`src/rtl/sr_guard_pkg.sv`:
```
// Shared constants and types for the status-register write-protect guard.
// Assumes an 8-bit status register with fixed protection field positions.
package sr_guard_pkg;
    localparam int SR_W     = 8;
    localparam int CNT_W    = 4;
    localparam int LOCK_POS = 7;
    localparam int RNG_HI   = 3;
    localparam int RNG_LO   = 2;
    localparam logic [SR_W-1:0] SR_KEEP = (SR_W'(1) << LOCK_POS)
                                        | (SR_W'(1) << RNG_HI)
                                        | (SR_W'(1) << RNG_LO);
    localparam logic [CNT_W-1:0] FULL_BITS = CNT_W'(SR_W);

    typedef enum logic [1:0] {
        RNG_NONE = 2'd0,
        RNG_QTR  = 2'd1,
        RNG_HALF = 2'd2,
        RNG_ALL  = 2'd3
    } rng_e;
endpackage

```
`src/rtl/sr_lock_decide.sv`:
```
// Decides whether a completed write-status command executes or is refused.
// Assumes wr_done is a single-cycle strobe; wp_n is sampled in that cycle.
module sr_lock_decide
    import sr_guard_pkg::*;
(
    input  logic             wp_n,
    input  logic             lock,
    input  logic             wr_done,
    input  logic [CNT_W-1:0] wr_bits,
    output logic             do_write,
    output logic             do_reject
);
    logic full_byte;
    logic locked;

    // Lock-down applies only when the pin is low and the lock bit is set.
    always_comb begin
        full_byte = (wr_bits == FULL_BITS);
        locked    = lock && !wp_n;
        do_write  = wr_done && full_byte && !locked;
        do_reject = wr_done && full_byte && locked;
    end
endmodule

```
`src/rtl/sr_prot_reg.sv`:
```
// Storage for the protection fields; undefined bits are masked to zero.
// Assumes do_write is already qualified by the lock-down decision.
module sr_prot_reg
    import sr_guard_pkg::*;
(
    input  logic            clk,
    input  logic            rst_n,
    input  logic            do_write,
    input  logic [SR_W-1:0] wr_data,
    output logic [SR_W-1:0] sr_q
);
    // Load masked data on an approved write; clear on reset.
    always_ff @(posedge clk) begin
        if (!rst_n)
            sr_q <= '0;
        else if (do_write)
            sr_q <= wr_data & SR_KEEP;
    end
endmodule

```
`src/rtl/sr_range_check.sv`:
```
// Maps the range code to a permit flag for an array write address.
// Assumes ADDR_W >= 2; protected ranges sit at the top of the array.
module sr_range_check
    import sr_guard_pkg::*;
#(
    parameter int ADDR_W = 16
) (
    input  rng_e              rng,
    input  logic [ADDR_W-1:0] addr,
    output logic              allow
);
    logic top1;
    logic top2;

    // Pick the two address bits that bound the quarter and half ranges.
    always_comb begin
        top1 = addr[ADDR_W-1];
        top2 = addr[ADDR_W-1] && addr[ADDR_W-2];
    end

    // Permit unless the address lands in the coded protected range.
    always_comb begin
        case (rng)
            RNG_NONE: allow = 1'b1;
            RNG_QTR:  allow = !top2;
            RNG_HALF: allow = !top1;
            default:  allow = 1'b0;
        endcase
    end
endmodule

```
`src/rtl/sr_lock_guard.sv`:
```
// Top of the write-protect guard: lock-down decision, field storage,
// status readback and protected-range permit. Assumes the command decoder
// delivers one wr_done strobe per write-status command, with its bit count.
module sr_lock_guard
    import sr_guard_pkg::*;
#(
    parameter int ADDR_W = 16
) (
    input  logic              clk,
    input  logic              rst_n,
    input  logic              wp_n,
    input  logic              wr_done,
    input  logic [CNT_W-1:0]  wr_bits,
    input  logic [SR_W-1:0]   wr_data,
    input  logic              rd_req,
    input  logic [ADDR_W-1:0] arr_addr,
    output logic [SR_W-1:0]   status_byte,
    output logic              wr_accept,
    output logic              wr_reject,
    output logic              rd_valid,
    output logic [SR_W-1:0]   rd_byte,
    output logic              arr_allow
);
    logic do_write;
    logic do_reject;
    logic [SR_W-1:0] sr_q;
    rng_e rng;

    sr_lock_decide u_decide (
        .wp_n      (wp_n),
        .lock      (sr_q[LOCK_POS]),
        .wr_done   (wr_done),
        .wr_bits   (wr_bits),
        .do_write  (do_write),
        .do_reject (do_reject)
    );

    sr_prot_reg u_reg (
        .clk      (clk),
        .rst_n    (rst_n),
        .do_write (do_write),
        .wr_data  (wr_data),
        .sr_q     (sr_q)
    );

    // Extract the range code from the stored status bits.
    always_comb rng = rng_e'(sr_q[RNG_HI:RNG_LO]);

    sr_range_check #(.ADDR_W(ADDR_W)) u_range (
        .rng   (rng),
        .addr  (arr_addr),
        .allow (arr_allow)
    );

    // Drive the live status byte straight from storage.
    always_comb status_byte = sr_q;

    // Register the decision pulses and the read answer.
    always_ff @(posedge clk) begin
        if (!rst_n) begin
            wr_accept <= 1'b0;
            wr_reject <= 1'b0;
            rd_valid  <= 1'b0;
            rd_byte   <= '0;
        end else begin
            wr_accept <= do_write;
            wr_reject <= do_reject;
            rd_valid  <= rd_req;
            if (rd_req)
                rd_byte <= sr_q;
        end
    end
endmodule

```
`config.mk`:
```
export PLATFORM = sky130hd
export DESIGN_NAME = sr_lock_guard
export DESIGN_NICKNAME = d
export VERILOG_FILES = /design/src/rtl/sr_guard_pkg.sv /design/src/rtl/sr_lock_decide.sv /design/src/rtl/sr_prot_reg.sv /design/src/rtl/sr_range_check.sv /design/src/rtl/sr_lock_guard.sv
export SDC_FILE = /design/constraint.sdc
export NUM_CORES = 1
export LEC_CHECK = 0
export BUFFER_PORTS_ARGS = -buffer_cell sky130_fd_sc_hd__buf_2
export CAP_MARGIN = 20
export CORE_AREA = 2 2 46 48
export CTS_CLUSTER_SIZE = 28
export DETAILED_ROUTE_END_ITERATION = 12
export DIE_AREA = 0 0 48 50
export GPL_TIMING_DRIVEN = 1
export PLACE_DENSITY = 0.71
export SKIP_LAST_GASP = 1
export SYNTH_ARGS = -nofsm -noshare
export SYNTH_HDL_FRONTEND = slang
export SYNTH_HIERARCHICAL = 1
export SYNTH_SLANG_ARGS = --single-unit
```
`constraint.sdc`:
```
create_clock -name clk -period 0.98 [get_ports clk]
set_clock_uncertainty 0.05 [all_clocks]
set_input_delay 0.098 -clock clk [delete_from_list [all_inputs] [get_ports clk]]
set_output_delay 0.098 -clock clk [all_outputs]
set_load 0.02 [all_outputs]
```
==> results.yml, run 1 <==
min_path:
  whs_endpoint: "u_reg/sr_q[3]"
  hp-start: "wr_data[3]"
  hp-class: "in -> reg"
  hold_depth: 3
global_routing:
  antenna_found_initial: 0
  overflow: 0
  first_global_vias: 445
  grt_max_degree: 15
  grt.total_usage: 0.1064
  grt_pass1_wl_mm: 1.807
cells_and_area:
  drive_above_1_share: 0.4943
  insertedDiodeCount: 0
  nNetsFinal: 121
  final_util: 0.4480
  area_growth_pct: 45.20
  design_area_um2: 852.1
clock_tree:
  clkTransAtPathRegs_ps: 90
  clock_sinks: 14
  cts_root_buf: "clkbuf_4"
  htreeDepth: 1
  hold_buffers: 0
  clockBufferDepth: 2
  cts_tree: "built"
  clkLatencyLatePin_ps: 270
  numCtsBuffers: 3
timing:
  finalMaxSlewViolations: 0
  worst_slack_ps: -220.7
  rsz0062_at_grt: "yes"
  fmax_mhz: 832.9
  tns_ps: -456.3
  finalHoldViolations: 0
  setup_viol: 7
  period_minus_slack_ps: 1201
  period_share: 1.225
power:
  vdd_drop_max_mv: 0.4903
  leakagePower_nw: 0.4031
  power_w: 0.001069
  powerDensity_nw_per_um2: 1255
critical_path:
  worstPathMaxFanout: 2
  reg2reg_to: "u_reg/sr_q[2]"
  worstSetupPathType: "reg -> out"
  start_kind: "flip-flop"
  arrival_ps: 1050
  worstReg2RegStart: "u_reg/sr_q[7]"
  reg2reg_slack_ps: -70
  end_kind: "primary output"
  rr_worst_depth: 4
  cp_data_required_time_ps: 830
route:
  drc: 0
  vias: 458
  wl_per_cell_um: 10.75
  final_antenna_net_count: 0
  firstDrtPassIters: 2
  drt_iter0_drc: 3
  drt-vias-per-instance: 4.018
  finalWirelength_mm: 1.226
floorplan:
  fp.dieH_um: 50
  die_area_um2: 2400
  num_io_pins: 53
  rows: 16
  start_util: 0.3086
  core-area_um2: 1902
  die_w_um: 48
logic_synthesis:
  ys_seq_elements: 14
  syn_avg_cell_area_um2: 11.07
  yosysUniqueCellTypes: 15
  syn-cell-area_um2: 586.8
  synth_warnings: 6
  yosysSeqAreaShare: 0.4776
  netlist_instances: 53
outcome:
  status: "finished with violations"
  violations: "setup timing"
placed_design:
  dp_hpwl_um: 924.5
  place_area_um2: 769.5
  gp_congestion: 0.6886
  place_ws_ps: -192.4
  numPortBuffers: 28
run:
  max_cap_viol_count: 0
per-stage QoR:
stage          instances  hold slack (ps)
3_5_place_dp         108            341.8
3_3_place_gp         108            309.5
4_1_cts              113            52.90
5_1_grt              114            49.31
6_report             114            54.64
2_1_floorplan         57            174.8
state kept, by name (all words and copies together), names as in the netlist:
register / cells
wr_accept: 1
u_reg/sr_q: 3
rd_byte: 8
rd_valid: 1
wr_reject: 1
metal layers:
layer | wire length (µm) | GRT usage | share of wire
met4 | 0 | 0.02703 | 0
met2 | 687 | 0.2067 | 0.56
met1 | 447 | 0.09821 | 0.36
met3 | 91 | 0.03297 | 0.074
met5 | 0 | 0 | 0
cell usage after synthesis:
library cell   n  area (µm²)
nand2b_1       1       6.260
nor2b_1       11       68.82
dfxtp_1       14       280.3
buf_4          5       37.54
o21a_1         1       7.510
a31oi_1        1       6.260
buf_6          1       11.26
clkbuf_1       1       3.750
and2_2         1       7.510
and4b_1        1       10.01
conb_1         1       3.750
mux2i_1       11       110.1
and3_1         1       6.260
and2_1         2       12.51
nor4b_2        1       15.01
placed cells by master (no fill, tap or decap):
cell type  count
nor2b_1       11
a31oi_4        1
and3_4         1
o21a_1         1
dfxtp_2        2
clkbuf_4       3
and2_2         1
buf_4          3
nor4b_2        1
conb_1         5
nand2b_1       1
and2_1         2
clkbuf_1       1
buf_6          7
dfxtp_1       11
buf_2         23
dfxtp_4        1
and4b_1        1
mux2i_1       11
how the worst max path moves through the flow:
| stage | depth (start not counted) | startpoint | slack (ps) | end |
|---|---|---|---|---|
| floorplan | 4 | u_reg/sr_q[7] | -20 | u_reg/sr_q[2] |
| global placement | 5 | wr_bits[1] | -150 | u_reg/sr_q[2] |
| detailed placement | 5 | wr_bits[1] | -190 | u_reg/sr_q[2] |
| CTS | 3 | u_reg/sr_q[2] | -240 | arr_allow |
| global route | 3 | u_reg/sr_q[2] | -270 | arr_allow |
| finish | 3 | u_reg/sr_q[2] | -220 | arr_allow |
worst max-delay path, cell delays in order, from the launching register on:
cell,delay [ps]
dfxtp_2,330
o21a_1,190
a31oi_4,140
buf_6,130
cells by family after synthesis:
kind of cell	count (synthesis)	share of synthesized area
compound gates	2	0.02347
buf+inv	7	0.08955
flops	14	0.4776
mux	11	0.1876
other cells	1	0.006390
simple gates	18	0.2154
layout make-up:
type                            instances  area, µm²
Fill cell                             185       1050
Multi-Input combinational cell         36      289.0
Sequential cell                        14      286.5
Timing Repair Buffer                   33      216.5
Tap cell                               27      33.78
Clock buffer                            4      26.28
report_power, final:
part | switching [W] | internal [W] | leakage (nW) | total [W]
logic | 0.0000857 | 0.0000655 | 0.272 | 0.000151
clock network | 0.000170 | 0.000157 | 0.0150 | 0.000327
registers | 0.00000724 | 0.000583 | 0.116 | 0.000590
what timing repair did:
action / CTS / global route
pin swaps: 1 / 0
gates resized for setup: 12 / 2
hold endpoints to repair: 0 / 0
buffers inserted: 1 / 1
endpoints found under the setup margin: 7 / 9
Note: power is estimated with default switching activity, not from simulation.
==> inputs of run 2 (changes only) <==
--- a/config.mk
+++ b/config.mk
@@ -7,13 +7,16 @@
 export LEC_CHECK = 0
 export BUFFER_PORTS_ARGS = -buffer_cell sky130_fd_sc_hd__buf_2
 export CAP_MARGIN = 20
-export CORE_AREA = 2 2 46 48
+export CELL_PAD_IN_SITES_DETAIL_PLACEMENT = 0
+export CELL_PAD_IN_SITES_GLOBAL_PLACEMENT = 1
+export CORE_AREA = 2 2 55 57
 export CTS_CLUSTER_SIZE = 28
 export DETAILED_ROUTE_END_ITERATION = 12
-export DIE_AREA = 0 0 48 50
+export DIE_AREA = 0 0 57 59
 export GPL_TIMING_DRIVEN = 1
-export PLACE_DENSITY = 0.71
+export PLACE_DENSITY_LB_ADDON = 0.1
 export SKIP_LAST_GASP = 1
+export SLEW_MARGIN = 30
 export SYNTH_ARGS = -nofsm -noshare
 export SYNTH_HDL_FRONTEND = slang
 export SYNTH_HIERARCHICAL = 1
==> results.yml, run 2 (synthesis gave the netlist of run 1 again) <==
cells_and_area:
  reg.largest.list: "rd_byte (8), u_reg/sr_q (3)"
  mostFrequentLayoutCell: "buf_2"
  drive_above_1_share: 0.5116
  fillCellCount: 289
  layout_common_cells: "buf_2 (23), mux2i_1 (11), nor2b_1 (11), dfxtp_1 (11), buf_6 (6)"
  nNetsFinal: 120
  design_area_um2: 858.3
  final_util: 0.3167
  area_growth_pct: 46.27
  top_register: "rd_byte"
  insertedDiodeCount: 0
  finalNonFillerCells: 117
  largest_register_ffs: 8
global_routing:
  first_global_vias: 432
  antenna_found_initial: 0
  grt_pass1_wl_mm: 1.835
  grt_max_degree: 15
  overflow: 0
  grt.total_usage: 0.07639
floorplan:
  core-area_um2: 2710
  fp.dieH_um: 59
  rows: 19
  start_util: 0.2165
  die_area_um2: 3363
  num_io_pins: 53
  die_w_um: 57
outcome:
  status: "finished with violations"
  violations: "setup timing"
critical_path:
  path_cells: "o21a_1 > a31oi_4 > buf_6"
  start_kind: "flip-flop"
  reg2reg_to: "u_reg/sr_q[3]"
  cp_data_required_time_ps: 830
  worstReg2RegStart: "u_reg/sr_q[7]"
  end_kind: "primary output"
  cpPeakStageDelay_ps: 320
  arrival_ps: 1080
  slowest_stage: "dfxtp_1"
  rr_worst_depth: 4
  worstSetupPathType: "reg -> out"
  reg2reg_slack_ps: -50
  worstPathMaxFanout: 2
clock_tree:
  cts_root_buf: "clkbuf_4"
  clock_sinks: 14
  htreeDepth: 1
  numCtsBuffers: 3
  hold_buffers: 0
  clockBufferDepth: 2
  cts_tree: "built"
  clkLatencyLatePin_ps: 280
  clkTransAtPathRegs_ps: 80
placed_design:
  place_inst: 113
  gp_congestion: 0.6105
  numPortBuffers: 28
  place_area_um2: 782.0
route:
  firstDrtPassIters: 3
  drt_iter0_drc: 4
  wl_per_cell_um: 10.39
  drt-vias-per-instance: 3.983
  finalWirelength_mm: 1.216
  drc: 0
  vias: 466
  final_antenna_net_count: 0
timing:
  finalHoldViolations: 0
  rsz0062_at_grt: "yes"
  setup_viol: 7
  fmax_mhz: 817.7
  period_minus_slack_ps: 1223
  hold_ws_ps: 17.81
  period_share: 1.248
  worst_slack_ps: -243.0
  finalMaxSlewViolations: 0
power:
  leakagePower_nw: 0.4045
  powerDensity_nw_per_um2: 1351
  vdd_drop_max_mv: 0.6560
  power_w: 0.001160
run:
  max_cap_viol_count: 0
min_path:
  hp-start: "wr_data[7]"
  hp-class: "in -> reg"
  hold_depth: 3
  whs_endpoint: "u_reg/sr_q[7]"
run 2: per-stage QoR:
stage                     setup TNS, ps  setup slack (ps)
after floorplan                  -89.82            -24.09
after global routing             -859.9            -285.7
after global placement           -634.4            -181.4
after detailed placement         -775.7            -227.4
final                            -497.4            -243.0
after CTS                        -558.3            -252.0
run 2: layout make-up:
type,instances,area [µm²],area share
repair buffers,32,205.2,0.2391
well taps,31,38.79,0.04519
flip-flops and latches,14,286.5,0.3338
clock buffers,4,36.28,0.04227
multi-input cells,36,291.5,0.3397
run 2: how the worst max path moves through the flow:
stage / start / endpoint / slack [ps] / cells past startpoint
detailed placement: wr_bits[1] / u_reg/sr_q[3] / -230 / 5
finish: u_reg/sr_q[2] / arr_allow / -240 / 3
floorplan: u_reg/sr_q[7] / u_reg/sr_q[2] / -20 / 4
CTS: u_reg/sr_q[2] / arr_allow / -250 / 3
global route: u_reg/sr_q[2] / arr_allow / -290 / 3
global placement: wr_bits[1] / u_reg/sr_q[7] / -180 / 5
run 2: power breakdown:
| part | switching (W) | internal (W) | leakage, nW |
|---|---|---|---|
| Clock | 0.000191 | 0.000226 | 0.0210 |
| Sequential | 0.00000703 | 0.000583 | 0.116 |
| Combinational | 0.0000860 | 0.0000663 | 0.268 |
| Total | 0.000284 | 0.000876 | 0.405 |
run 2: metal layers:
layer,GRT usage,routed length (µm),up-vias
met5,0,0,-
met4,0.03987,26,0
met3,0.05022,127,4
met2,0.1199,538,22
met1,0.07817,523,207
li1,-,-,233
run 2: repair_timing:
item,4_1_cts,5_1_grt
resized for setup,10,5
endpoints found under the hold margin,0,0
setup endpoints to repair,7,9
buffers inserted,0,1
pin swaps,1,0
run 2: critical path: cells and delay by family (launching register included):
kind / cells / cell delay (ps)
flops: 1 / 320
buf+inv: 1 / 140
compound gates: 2 / 340
==> inputs of run 3 (changes only) <==
--- a/config.mk
+++ b/config.mk
@@ -10,6 +10,7 @@
 export CELL_PAD_IN_SITES_DETAIL_PLACEMENT = 0
 export CELL_PAD_IN_SITES_GLOBAL_PLACEMENT = 1
 export CORE_AREA = 2 2 55 57
+export CTS_BUF_LIST = sky130_fd_sc_hd__clkbuf_16
 export CTS_CLUSTER_SIZE = 28
 export DETAILED_ROUTE_END_ITERATION = 12
 export DIE_AREA = 0 0 57 59
==> results.yml, run 3 (synthesis gave the netlist of run 1 again) <==
outcome:
  status: "finished with violations"
  violations: "setup timing"
floorplan:
  rows: 19
  fp.dieH_um: 59
  num_io_pins: 53
  core-area_um2: 2710
  die_area_um2: 3363
  start_util: 0.2165
  die_w_um: 57
power:
  powerDensity_nw_per_um2: 1672
  leakagePower_nw: 0.4222
  vdd_drop_max_mv: 1.181
timing:
  worst_slack_ps: -186.2
  finalMaxSlewViolations: 0
  hold_ws_ps: 67.93
  fmax_mhz: 857.5
  period_minus_slack_ps: 1166
  finalHoldViolations: 0
  setup_viol: 4
  rsz0062_at_grt: "yes"
  period_share: 1.190
cells_and_area:
  nNetsFinal: 120
  multi_input_area_um2: 291.5
  reg.largest.list: "rd_byte (8), u_reg/sr_q (3)"
  final_util: 0.3324
  layout_common_cells: "buf_2 (24), dfxtp_1 (12), mux2i_1 (11), nor2b_1 (11), buf_6 (7)"
  seqCellArea_um2: 285.3
  mostFrequentLayoutCell: "buf_2"
  drive_above_1_share: 0.4884
  fillCellCount: 286
  insertedDiodeCount: 0
  top_register: "rd_byte"
  area_growth_pct: 53.52
  finalNonFillerCells: 117
  largest_register_ffs: 8
clock_tree:
  hold_buffers: 0
  cts_setup_buffers: 0
  htreeDepth: 1
  clkLatencyLatePin_ps: 240
  numCtsBuffers: 3
  cts_root_buf: "clkbuf_16"
  clockBufferDepth: 2
  clkTransAtPathRegs_ps: 40
  clock_sinks: 14
  cts_tree: "built"
placed_design:
  place_ws_ps: -227.4
  numPortBuffers: 28
  place_inst: 113
  gp_congestion: 0.6105
global_routing:
  antenna_found_initial: 0
  first_global_vias: 434
  overflow: 0
  grt_pass1_wl_mm: 1.849
  met1_usage: 0.07817
  use_met3: 0.05022
  grt.total_usage: 0.07639
  grt_max_degree: 15
  busiest_layer: "met2"
  use_met2: 0.1199
critical_path:
  cpPeakStageDelay_ps: 300
  cp.depth: 3
  path_cells: "o21a_1 > a31oi_4 > buf_6"
  worstSetupPathType: "reg -> out"
  cp_data_required_time_ps: 830
  crit_buf_inv: 1
  worstPathMaxFanout: 2
  cp_top_family: "compound AO/OA/AOI/OAI gates"
  slowest_stage: "dfxtp_1"
  end_kind: "primary output"
  rr_worst_depth: 4
  start_kind: "flip-flop"
  arrival_ps: 1020
route:
  finalWirelength_mm: 1.218
  wl_per_cell_um: 10.41
  drt_iter0_drc: 4
  vias: 460
  drc: 0
  final_antenna_net_count: 0
  firstDrtPassIters: 2
  drt-vias-per-instance: 3.932
min_path:
  hp-class: "in -> reg"
  hold_depth: 3
run:
  max_cap_viol_count: 0
run 3: final cells by class:
type	instances	share of cell area
clock buffers	3	0.08333
multi-input cells	36	0.3236
clock inverters	1	0.004167
well taps	31	0.04306
repair buffers	32	0.2292
flip-flops and latches	14	0.3167
run 3: layer usage:
layer | vias up | part of all wire
li1 | 233 | -
met1 | 202 | 0.45
met2 | 21 | 0.43
met3 | 4 | 0.089
met4 | 0 | 0.021
met5 | - | 0
run 3: metrics by stage:
stage	instance area (µm²)	total power, W	TNS (ps)
floorplan	625.6	0.0007116	-89.82
global placement	782.0	0.0007511	-634.4
detailed placement	782.0	0.0007527	-775.7
CTS	890.9	0.001541	-313.6
global route	900.9	0.001577	-538.5
finish	900.9	0.001506	-284.9
run 3: final timing paths:
check	from	endpoint	slack (ps)
setup / recovery	u_reg/sr_q[2]	arr_allow	-190
setup reg to reg	u_reg/sr_q[7]	u_reg/sr_q[3]	-40
hold reg to reg	rd_byte[4]	rd_byte[4]	460
hold / removal	wr_data[7]	u_reg/sr_q[7]	70
run 3: repair_timing:
item	in CTS	in global routing
endpoints found under the setup margin	7	7
pin swaps	1	0
endpoints found under the hold margin	0	0
resized for setup	10	3
run 3: worst register-to-register path: stages, from the launching register on:
cell and delay [ps]:
dfxtp_4 330, nand2b_1 60, and3_4 220, mux2i_1 200, nor2b_1 60
run 3: power by group:
group	internal [W]	switching, W	leakage, nW
Sequential	0.000586	0.00000692	0.115
Clock	0.000538	0.000223	0.0385
Combinational	0.0000654	0.0000861	0.268
Total	0.00119	0.000316	0.422
